`src/rtl/irq_gate_pkg.sv`:
```
package irq_gate_pkg;

   localparam int WORD_W         = 32;
   localparam int FIRST_SHARED   = 32;
   localparam int FIELD_PER_WORD = WORD_W / 2;

   typedef enum logic [3:0] {
      RG_GROUP    = 4'd0,
      RG_EN_SET   = 4'd1,
      RG_EN_CLR   = 4'd2,
      RG_PEND_SET = 4'd3,
      RG_PEND_CLR = 4'd4,
      RG_ACT_SET  = 4'd5,
      RG_ACT_CLR  = 4'd6,
      RG_EDGE     = 4'd7,
      RG_ACCESS   = 4'd8,
      RG_NONE     = 4'd15
   } reg_grp_e;

endpackage

```
`src/rtl/irq_gate_perm.sv`:
```
module irq_gate_perm
   import irq_gate_pkg::*;
(
   input  logic              restrict_i,
   input  logic [WORD_W-1:0] grp_i,
   input  logic [WORD_W-1:0] acc_lo_i,
   input  logic [WORD_W-1:0] acc_hi_i,
   output logic [WORD_W-1:0] m_grp_o,
   output logic [WORD_W-1:0] m_ge1_o,
   output logic [WORD_W-1:0] m_ge2_o
);

   logic [WORD_W-1:0] ge1;
   logic [WORD_W-1:0] ge2;

   // two grant words cover one 32-interrupt bitmap word
   for (genvar i = 0; i < FIELD_PER_WORD; i++) begin : g_field
      assign ge1[i]                  = acc_lo_i[2*i] | acc_lo_i[2*i+1];
      assign ge2[i]                  = acc_lo_i[2*i+1];
      assign ge1[FIELD_PER_WORD + i] = acc_hi_i[2*i] | acc_hi_i[2*i+1];
      assign ge2[FIELD_PER_WORD + i] = acc_hi_i[2*i+1];
   end

   assign m_grp_o = restrict_i ? grp_i         : '1;
   assign m_ge1_o = restrict_i ? (grp_i | ge1) : '1;
   assign m_ge2_o = restrict_i ? (grp_i | ge2) : '1;

endmodule

```
`src/rtl/irq_gate_lines.sv`:
```
module irq_gate_lines #(
   parameter int NUM_IRQ = 96,
   parameter int FIRST   = 32
)(
   input  logic               clk,
   input  logic               rst_n,
   input  logic [NUM_IRQ-1:0] lines_i,
   output logic [NUM_IRQ-1:0] lvl_o,
   output logic [NUM_IRQ-1:0] rise_o
);

   localparam logic [NUM_IRQ-1:0] SHARED = {{(NUM_IRQ-FIRST){1'b1}}, {FIRST{1'b0}}};

   logic [NUM_IRQ-1:0] lvl_q;

   always_ff @(posedge clk) begin
      if (!rst_n) lvl_q <= '0;
      else        lvl_q <= lines_i & SHARED;
   end

   assign lvl_o  = lvl_q;
   assign rise_o = lines_i & SHARED & ~lvl_q;

endmodule

```
`src/rtl/irq_gate_regs.sv`:
```
module irq_gate_regs
   import irq_gate_pkg::*;
#(
   parameter int NUM_IRQ = 96,
   parameter int ADDR_W  = 12
)(
   input  logic               clk,
   input  logic               rst_n,
   input  logic               sec_disable,
   input  logic               req_valid,
   input  logic               req_write,
   input  logic               req_secure,
   input  logic [ADDR_W-1:0]  req_addr,
   input  logic [WORD_W-1:0]  req_wdata,
   output logic               rsp_valid,
   output logic [WORD_W-1:0]  rsp_rdata,
   input  logic [NUM_IRQ-1:0] irq_lines,
   output logic [NUM_IRQ-1:0] en_o,
   output logic [NUM_IRQ-1:0] pend_o,
   output logic [NUM_IRQ-1:0] act_o
);

   localparam int NWORDS     = NUM_IRQ / WORD_W;
   localparam int NACC       = NUM_IRQ / FIELD_PER_WORD;
   localparam int FIRST_WORD = FIRST_SHARED / WORD_W;
   localparam int FIRST_ACC  = FIRST_SHARED / FIELD_PER_WORD;
   localparam int HI_W       = ADDR_W - 7;

   if ((NUM_IRQ % WORD_W) != 0 || NUM_IRQ < 2*FIRST_SHARED || NUM_IRQ > 1024) begin : g_bad_num
      $error("NUM_IRQ must be a multiple of 32 in 64..1024");
   end
   if (ADDR_W < 11) begin : g_bad_addr
      $error("ADDR_W must be at least 11");
   end

   // ---------------- state ----------------
   logic [NUM_IRQ-1:0]   en_q, pend_q, act_q, grp_q, edge_q;
   logic [2*NUM_IRQ-1:0] acc_q;
   logic [NUM_IRQ-1:0]   lvl, rise, eff_pend;

   irq_gate_lines #(.NUM_IRQ(NUM_IRQ), .FIRST(FIRST_SHARED)) u_lines (
      .clk     (clk),
      .rst_n   (rst_n),
      .lines_i (irq_lines),
      .lvl_o   (lvl),
      .rise_o  (rise)
   );

   assign eff_pend = pend_q | (lvl & ~edge_q);

   // ---------------- decode ----------------
   logic [HI_W-1:0] hi;
   logic [4:0]      wsel;
   logic [5:0]      asel;
   reg_grp_e        grp_sel;
   logic            word_ok, acc_ok, restricted, acc_allowed;
   int unsigned     widx, aidx;
   logic            unused_addr_bits;

   assign hi               = req_addr[ADDR_W-1:7];
   assign wsel             = req_addr[6:2];
   assign asel             = req_addr[7:2];
   assign unused_addr_bits = ^req_addr[1:0];

   always_comb begin
      if (hi < HI_W'(8))            grp_sel = reg_grp_e'(hi[3:0]);
      else if ((hi >> 1) == HI_W'(4)) grp_sel = RG_ACCESS;
      else                          grp_sel = RG_NONE;
   end

   assign word_ok     = (int'(wsel) >= FIRST_WORD) && (int'(wsel) < NWORDS);
   assign acc_ok      = (int'(asel) >= FIRST_ACC)  && (int'(asel) < NACC);
   assign widx        = word_ok ? int'(wsel) : 0;
   assign aidx        = acc_ok  ? int'(asel) : 0;
   assign restricted  = !req_secure && !sec_disable;
   assign acc_allowed = req_secure && !sec_disable && acc_ok;

   // ---------------- permission masks ----------------
   logic [WORD_W-1:0] grp_w, en_w, act_w, edge_w, epend_w, acc_w;
   logic [WORD_W-1:0] m_grp, m_ge1, m_ge2;

   assign grp_w   = grp_q[widx*WORD_W +: WORD_W];
   assign en_w    = en_q[widx*WORD_W +: WORD_W];
   assign act_w   = act_q[widx*WORD_W +: WORD_W];
   assign edge_w  = edge_q[widx*WORD_W +: WORD_W];
   assign epend_w = eff_pend[widx*WORD_W +: WORD_W];
   assign acc_w   = acc_q[aidx*WORD_W +: WORD_W];

   irq_gate_perm u_perm (
      .restrict_i (restricted),
      .grp_i      (grp_w),
      .acc_lo_i   (acc_q[(2*widx)*WORD_W +: WORD_W]),
      .acc_hi_i   (acc_q[(2*widx+1)*WORD_W +: WORD_W]),
      .m_grp_o    (m_grp),
      .m_ge1_o    (m_ge1),
      .m_ge2_o    (m_ge2)
   );

   // ---------------- read mux ----------------
   logic [WORD_W-1:0] rd_word;

   always_comb begin
      rd_word = '0;
      case (grp_sel)
         RG_GROUP:              rd_word = restricted ? '0 : grp_w;
         RG_EN_SET, RG_EN_CLR:  rd_word = en_w & m_grp;
         RG_PEND_SET:           rd_word = epend_w & m_ge1;
         RG_PEND_CLR:           rd_word = epend_w & m_ge2;
         RG_ACT_SET, RG_ACT_CLR: rd_word = act_w & m_ge2;
         RG_EDGE:               rd_word = edge_w & m_grp;
         default:               rd_word = '0;
      endcase
      if (grp_sel != RG_ACCESS && !word_ok) rd_word = '0;
      if (grp_sel == RG_ACCESS)             rd_word = acc_allowed ? acc_w : '0;
   end

   // ---------------- write placement ----------------
   logic [WORD_W-1:0]  wmask;
   logic [NUM_IRQ-1:0] place_bits, place_mask, place_data;
   logic               do_wr;

   always_comb begin
      case (grp_sel)
         RG_GROUP:                 wmask = restricted ? '0 : '1;
         RG_PEND_SET:              wmask = m_ge1;
         RG_PEND_CLR:              wmask = m_ge2;
         default:                  wmask = m_grp;
      endcase
   end

   assign do_wr      = req_valid && req_write && word_ok;
   assign place_mask = {{(NUM_IRQ-WORD_W){1'b0}}, wmask} << (widx*WORD_W);
   assign place_data = {{(NUM_IRQ-WORD_W){1'b0}}, req_wdata} << (widx*WORD_W);
   assign place_bits = place_mask & place_data;

   logic [NUM_IRQ-1:0] en_set_v, en_clr_v, pd_set_v, pd_clr_v, ac_set_v, ac_clr_v;
   logic [NUM_IRQ-1:0] grp_upd_v, edge_upd_v;

   assign en_set_v   = (do_wr && grp_sel == RG_EN_SET)   ? place_bits : '0;
   assign en_clr_v   = (do_wr && grp_sel == RG_EN_CLR)   ? place_bits : '0;
   assign pd_set_v   = (do_wr && grp_sel == RG_PEND_SET) ? place_bits : '0;
   assign pd_clr_v   = (do_wr && grp_sel == RG_PEND_CLR) ? place_bits : '0;
   assign ac_set_v   = (do_wr && grp_sel == RG_ACT_SET)  ? place_bits : '0;
   assign ac_clr_v   = (do_wr && grp_sel == RG_ACT_CLR)  ? place_bits : '0;
   assign grp_upd_v  = (do_wr && grp_sel == RG_GROUP)    ? place_mask : '0;
   assign edge_upd_v = (do_wr && grp_sel == RG_EDGE)     ? place_mask : '0;

   // ---------------- state update ----------------
   always_ff @(posedge clk) begin
      if (!rst_n) begin
         en_q      <= '0;
         pend_q    <= '0;
         act_q     <= '0;
         grp_q     <= '0;
         edge_q    <= '0;
         acc_q     <= '0;
         rsp_valid <= 1'b0;
         rsp_rdata <= '0;
      end else begin
         en_q   <= (en_q  | en_set_v) & ~en_clr_v;
         act_q  <= (act_q | ac_set_v) & ~ac_clr_v;
         // a line edge on the same clock as a clear leaves the latch set
         pend_q <= (pend_q & ~pd_clr_v) | pd_set_v | (rise & edge_q);
         grp_q  <= (grp_q  & ~grp_upd_v)  | (place_data & grp_upd_v);
         edge_q <= (edge_q & ~edge_upd_v) | (place_data & edge_upd_v);
         if (req_valid && req_write && grp_sel == RG_ACCESS && acc_allowed)
            acc_q[aidx*WORD_W +: WORD_W] <= req_wdata;
         rsp_valid <= req_valid && !req_write;
         rsp_rdata <= (req_valid && !req_write) ? rd_word : '0;
      end
   end

   assign en_o   = en_q;
   assign act_o  = act_q;
   assign pend_o = eff_pend;

endmodule

```
`config.mk`:
```
export PLATFORM = sky130hd
export DESIGN_NAME = irq_gate_regs
export DESIGN_NICKNAME = d
export VERILOG_FILES = /design/src/rtl/irq_gate_pkg.sv /design/src/rtl/irq_gate_perm.sv /design/src/rtl/irq_gate_lines.sv /design/src/rtl/irq_gate_regs.sv
export SDC_FILE = /design/constraint.sdc
export NUM_CORES = 2
export LEC_CHECK = 0
export BUFFER_PORTS_ARGS = -buffer_cell sky130_fd_sc_hd__buf_2
export CAP_MARGIN = 20
export CORE_AREA = 3 3 277 348
export DETAILED_ROUTE_END_ITERATION = 10
export DIE_AREA = 0 0 280 351
export GPL_TIMING_DRIVEN = 0
export SLEW_MARGIN = 20
export SYNTH_ARGS = -nofsm -noshare
export SYNTH_HDL_FRONTEND = slang
export SYNTH_HIERARCHICAL = 1
export SYNTH_SLANG_ARGS = --single-unit
```
`constraint.sdc`:
```
create_clock -name clk -period 5.6 [get_ports clk]
set_input_delay 1.12 -clock clk [delete_from_list [all_inputs] [get_ports clk]]
set_output_delay 1.12 -clock clk [all_outputs]
set_load 0.01 [all_outputs]
```
# Word level (Yosys, flattened, before mapping)
# Index checks and enable logic that the tools add are counted.
dict set report totals {
  ff_bits 801
  inputBits 146
  out_inout_bits 321
  elab_cells 153
}
dict set report classes {
  add_sub_neg 2
  magnitude_cmp 5
  eq_ne 10
  shifts 12
  n_mux 23
  bitwise_logic 64
  reduce_logical 27
}
# operator count
set op_table {}
lappend op_table {{bitwise AND 96 bit} 11}
lappend op_table {{two-way mux 96 bit} 8}
lappend op_table {{inverter 96 bit} 7}
lappend op_table {{bitwise OR 96 bit} 7}
lappend op_table {{variable part select 96 x 11 -> 32 bit} 5}
lappend op_table {{variable part select 192 x 12 -> 32 bit} 2}
lappend op_table {{two-way mux 32 bit} 8}
lappend op_table {{bitwise mux 192 bit} 1}
lappend op_table {{one-hot mux 32 bit (6 select lines)} 1}
lappend op_table {{variable shift 32 x 34 -> 192 bit (first input constant)} 1}
lappend op_table {{variable part select 192 x 13 -> 32 bit} 1}
lappend op_table {{variable part select 32 x 34 -> 192 bit} 1}
lappend op_table {{left shift 32 x 10 -> 96 bit} 2}
lappend op_table {{bitwise AND 32 bit} 5}
lappend op_table {{one-hot mux 32 bit (3 select lines)} 1}
lappend op_table {{bitwise OR 32 bit} 2}
lappend op_table {{negation 11 -> 34 bit} 1}
lappend op_table {{bitwise OR 1 bit} 32}
lappend op_table {{equality test 4 x 3 -> 1 bit (second input constant)} 5}
lappend op_table {{logical AND 1 bit} 19}
lappend op_table {{equality test 4 x 2 -> 1 bit (second input constant)} 2}
lappend op_table {{adder 6 x 1 -> 7 bit (second input constant)} 1}
lappend op_table {{greater-or-equal comparator 6 x 2 -> 1 bit (second input constant)} 1}
lappend op_table {{< comparator 6 x 3 -> 1 bit (second input constant)} 1}
lappend op_table {{other kinds (14)} 18}

# Longest topological paths before layout
dict set report depth {
  ltp_word 16
  ltp_mapped 15
  mapped_depth_nobuf 9
}

# Cells and area by module
# The synthesis kept the hierarchy.
# module instances cells_each area_each_um2 seq_area_each_um2
set modules_own_cells {}
lappend modules_own_cells {irq_gate_regs 1 4159 33716.1 14113.5}
lappend modules_own_cells {irq_gate_lines 1 264 2645.0 1281.2}
lappend modules_own_cells {irq_gate_perm 1 106 859.6 0.0}

# Worst setup path after synthesis
# Ideal clock, no wire load.
dict set report synth_timing {
  kind {input to register}
  start {in req_addr[3]}
  end {reg (tool-made name)}
  setup_ns 0.128
  arrival_time_ns 4.089
  t_required_ns 5.472
  slack_ns 1.383
  path_stages 14
  path_buffers 6
  cell_sequence {buf_2 > nor2b_1 > nand2_1 > clkbuf_1 > buf_2 > clkbuf_1 > clkbuf_1 > a31oi_1 > or4b_1 > a22oi_1 > a31oi_4 > buf_6 > mux2i_1 > nor2_1}
}
# element line_no
set synth_lines {}
lappend synth_lines {{start: declaration} irq_gate_regs.sv:13} ;# input logic [ADDR_W-1:0] req_addr,

# Worst setup path after layout
dict set report layout_timing {
  start {in req_addr[3]}
  end {reg rsp_rdata[20]}
}
dict set report layout_via {
  word_cells_on_any_way 35
  cone_classes {1 x add/sub; 4 x order compare; 7 x shift; 10 x mux; 8 x bitwise; 5 x reduce/logical}
}
# element line_no
set layout_lines {}
lappend layout_lines {{greater-or-equal comparator 5 x 1 -> 1 bit or < comparator 5 x 2 -> 1 bit (tied branches)} irq_gate_regs.sv:71} ;# assign word_ok = (int'(wsel) >= FIRST_WORD) && (int'(wsel) < NWORDS);
lappend layout_lines {{logical AND 1 bit} irq_gate_regs.sv:71}
lappend layout_lines {{two-way mux 5 bit *} irq_gate_regs.sv:73} ;# assign widx = word_ok ? int'(wsel) : 0;
lappend layout_lines {{adder 6 x 1 -> 7 bit} irq_gate_regs.sv:93} ;# .acc_hi_i (acc_q[(2*widx+1)*WORD_W +: WORD_W]),
lappend layout_lines {{variable part select 192 x 13 -> 32 bit} irq_gate_regs.sv:93}
lappend layout_lines {{bitwise OR 32 bit *} irq_gate_perm.sv:26} ;# assign m_ge2_o = restrict_i ? (grp_i | ge2) : '1;
lappend layout_lines {{two-way mux 32 bit *} irq_gate_perm.sv:26}
lappend layout_lines {{via m_ge2[20]} irq_gate_regs.sv:80} ;# logic [WORD_W-1:0] m_grp, m_ge1, m_ge2;
lappend layout_lines {{bitwise AND 32 bit (on tied branches)} {irq_gate_regs.sv:109, irq_gate_regs.sv:108}}
lappend layout_lines {{one-hot mux 32 bit (6 select lines) *} irq_gate_regs.sv:104} ;# case (grp_sel)
lappend layout_lines {{two-way mux 32 bit *} irq_gate_regs.sv:113} ;# if (grp_sel != RG_ACCESS && !word_ok) rd_word = '0;
lappend layout_lines {{two-way mux 32 bit *} irq_gate_regs.sv:114} ;# if (grp_sel == RG_ACCESS) rd_word = acc_allowed ? acc_w : '0;
lappend layout_lines {{end signal: assignment} irq_gate_regs.sv:169} ;# rsp_rdata <= (req_valid && !req_write) ? rd_word : '0;
lappend layout_lines {{end: declaration} irq_gate_regs.sv:16} ;# output logic [WORD_W-1:0] rsp_rdata,
# Mark *: on every way through the listed nets, which the timed path passes. The rest lies on a longest branch.
# A chain may end at the register's enable or synchronous reset.

==> results by group <==
Synth
  – Post-synth ARST share: 0%
  – Post-synthesis sequential area ratio: 41.4%
  – Post-synth EDFFs: 0
  – Post-Syn Area: 0.0372 mm2
  – Main synth FF type: dfxtp_1
  – Yosys warnings: 6
  – Synthesized instance count: 4529
  – Syn_area_per_cell: 8.22 um2
  – Netlist cell types: 74
  – #FFs+latches synth: 769

GRT
  – Initial antenna violation count: 17
  – Met1 GRT Util: 50.7%
  – Number of global-route vias before repair: 37474
  – Global-route usage over all layers: 41.0%
  – Congestion Overflow GR: 0
  – Largest net degree at the start of global routing: 20
  – GRT Max-Usage Layer: met2
  – Met2 usage: 62.4%
  – First-pass GRT wire length: 286000 um
  – Met3 Use GR: 12.0%

Hold path
  – HP Start: acc_q[45]$_SDFFE_PN0P_
  – Depth of the worst hold-timing path: 2
  – Hold crit path type: reg2reg
  – WHS Endpoint: acc_q[45]$_SDFFE_PN0P_

Pwr
  – VDD IR max: 228 uV
  – Flop pwr share: 43.8%
  – Combinational share of power: 9.1%
  – Net load switching power: 3.33 mW
  – Internal power: 9.24 mW
  – Total power: 12.6 mW
  – Switch share: 26.5%
  – Clock Power Share: 47.1%
  – Pwr/cell area: 286 mW/mm2
  – Lkg Pwr: 17.3 nW

Layout
  – Nets: 5252
  – Post-route cell area: 0.0440 mm2
  – Final std cells w/o fill: 6391
  – Post-layout util: 47.3%
  – Fill cell count: 9335
  – Layout cells sized above 1: 19.1%
  – Area grow syn2layout: 18.3%

Worst setup path
  – Slowest cell on crit path: buf_2
  – CP cell instances: buf_2 > buf_2 > nor2b_1 > nand2_1 > buf_2 > clkbuf_1 > nand2_1 > a31oi_1 > or3b_2 > a22o_1 > a21boi_1 > a211oi_2 > a221oi_1
  – Slowest Stage Delay on Critical Path: 0.74 ns
  – CP Max Fanout: 19
  – Element type at the critical path end: flop
  – Worst reg2reg path endpoint: rsp_rdata[18]$_SDFF_PN0_
  – CP Launch Type: input pin
  – CP Data Arrival Time: 6.14 ns
  – R2R setup slack: 2.39 ns
  – CP delay by family, top: compound AO/OA/AOI/OAI gates
  – Required @ worst endpoint: 6.05 ns
  – Worst reg2reg path startpoint: acc_q[101]$_SDFFE_PN0P_
  – Critical Path Source: req_addr[3]
  – Critical path class: in2reg
  – Worst r2r path cells: 7
  – CP dominant cell by count: buf_2
  – WP buf/inv: 4

Routing
  – DRT antenna net count: 0
  – Drt first pass iters: 9
  – WL per Instance: 32.8 um
  – Final wirelength: 210000 um
  – DR vias: 40439
  – Vias per cell: 6.33
  – Residual DRC count: 0
  – Initial DRC Count: 6212

STA
  – Crit share post-route: 102%
  – Setup ws final: -0.0882 ns
  – Fin. max-slew vios: 0
  – Final setup TNS: -0.229 ns
  – Slew margin rel.: 5.35%
  – Fmax: 0.176 GHz
  – Hold Fails Final Rpt: 0
  – Worst clock skew: 0.0355 ns
  – Setup-failing EPs final: 5
  – Crit path time final: 5.69 ns
  – RSZ-0062 raised after global routing: false
  – Worst Max-Slew Pin Slew: 1.41 ns

Clock network
  – Num CTS Buffers: 83
  – CTS tree: built
  – Clock slew at reported path FFs: 0.06 ns
  – H-tree depth: 3
  – Clock Sink Count: 769
  – Skew-Pair Late Insertion Delay: 0.67 ns
  – Clock root buffer master: clkbuf_16
  – Max Buffers Root-to-Sink: 3

Die
  – Io pins: 467
  – Core footprint: 0.0931 mm2
  – Row count: 125
  – Die W: 280 um
  – Die Ht: 351 um
  – Starting Density: 40.0%
  – Die Area: 0.0983 mm2

Run status
  – Outcome: complete, but fails checks
  – Failing checks: setup timing

Placed design
  – GP Congestion: 1.03
  – Post-DP Area: 0.0411 mm2
  – Final HPWL from detailed placement: 159000 um
  – Port Buf Inserts: 430
  – Placed cells: 6228

Flow run
  – Max Cap Viol: 0
how the worst max path moves through the flow:
stage                          endpoint  slack (ns)  cells after the start
2_1_floorplan                      flop        1.38                     14
3_3_place_gp   rsp_rdata[17]$_SDFF_PN0_       -1.41                     13
3_5_place_dp   rsp_rdata[18]$_SDFF_PN0_       -1.37                     14
4_1_cts        rsp_rdata[17]$_SDFF_PN0_        0.24                     12
5_1_grt        rsp_rdata[22]$_SDFF_PN0_        0.04                     12
6_report       rsp_rdata[20]$_SDFF_PN0_       -0.09                     13
worst register-to-register path, cell delays in order (launching register included):
cell and delay (ns):
dfxtp_1 0.38, nand2_1 0.07, a31oi_1 0.63, or3b_2 0.35
a22o_1 0.41, a21boi_1 0.25, a211oi_2 0.12, a221oi_1 0.80
layout by cell type (no fill, tap or decap), drive strengths merged, types with 41 or more instances in the layout:
cell type	count
inv	114
nor3	73
o22ai	49
nand2	502
a21boi	49
mux2i	132
nor2b	70
o221a	128
clkbuf	379
nand3	233
a21oi	378
a31oi	104
a211oi	91
dfxtp	769
o211ai	73
buf	611
a21o	134
nor2	395
o21ai	175
and2	214
conb	65
a22oi	41
layer usage:
| metal | up-vias | part of all wire, % |
|---|---|---|
| met5 | - | 0.015 |
| met4 | 4 | 7.6 |
| met3 | 808 | 12 |
| met2 | 2999 | 43 |
| met1 | 19404 | 37 |
| li1 | 17224 | - |
synth_stat cells, types with 66 or more instances:
cell	number	area, um2
dfxtp_1	769	15400
nand2_1	502	1880
nor2_1	392	1470
a21oi_1	376	1880
clkbuf_1	256	961
nand3_1	233	1170
and2_1	214	1340
a21o_1	134	1010
mux2i_1	132	1320
o221a_2	128	1440
o21ai_0	121	606
inv_1	110	413
a31oi_1	103	644
a211oi_1	91	683
buf_2	84	420
o211ai_1	73	548
nor2b_1	70	438
nor3_1	69	345
buf_4	66	495
area by class of cell:
class / instances / area [um2] / area share, %
antenna: 17 / 42.5 / 0.0966
buffer: 443 / 2150 / 4.89
clock buffer: 117 / 2400 / 5.44
clock inverter: 32 / 433 / 0.983
inverter: 111 / 417 / 0.946
multi-input combinational: 3266 / 19500 / 44.4
sequential: 769 / 15400 / 35.0
tap: 1206 / 1510 / 3.43
timing repair buffer: 430 / 2150 / 4.89
power by group through the flow:
stage               combinational, mW  clock [mW]  sequential (mW)
floorplan                       0.569           0             5.63
global placement                 1.08           0             5.63
detailed placement               1.08           0             5.63
CTS                              1.08        5.92             5.51
global route                     1.16        6.12             5.51
finish                           1.15        5.92             5.51
kinds of logic after synthesis:
| kind of cell | count (synthesis) | share of synthesized area (%) |
|---|---|---|
| AOI/OAI and AO/OA | 1397 | 26.2 |
| muxes | 132 | 3.55 |
| and+or+nand+nor | 1668 | 21.9 |
| buffers and inverters | 557 | 6.89 |
| xor gates and xnor gates | 2 | 0.0471 |
| DFF | 769 | 41.4 |
| other | 2 | 0.0202 |
| adders and majority gates | 2 | 0.0672 |
per-stage QoR:
stage | hold WS, ns | setup WS, ns
3_5_place_dp | 0.438 | -1.37
3_3_place_gp | 0.435 | -1.41
4_1_cts | 0.457 | 0.238
6_report | 0.458 | -0.0882
5_1_grt | 0.470 | 0.0380
2_1_floorplan | 0.423 | 1.38
timing repair:
item,4_1_cts,5_1_grt
endpoints found under the setup margin,69,1
hold buffers,0,0
resized for setup,6,2
setup buffers,0,0
(Power assumes the default switching activity.)
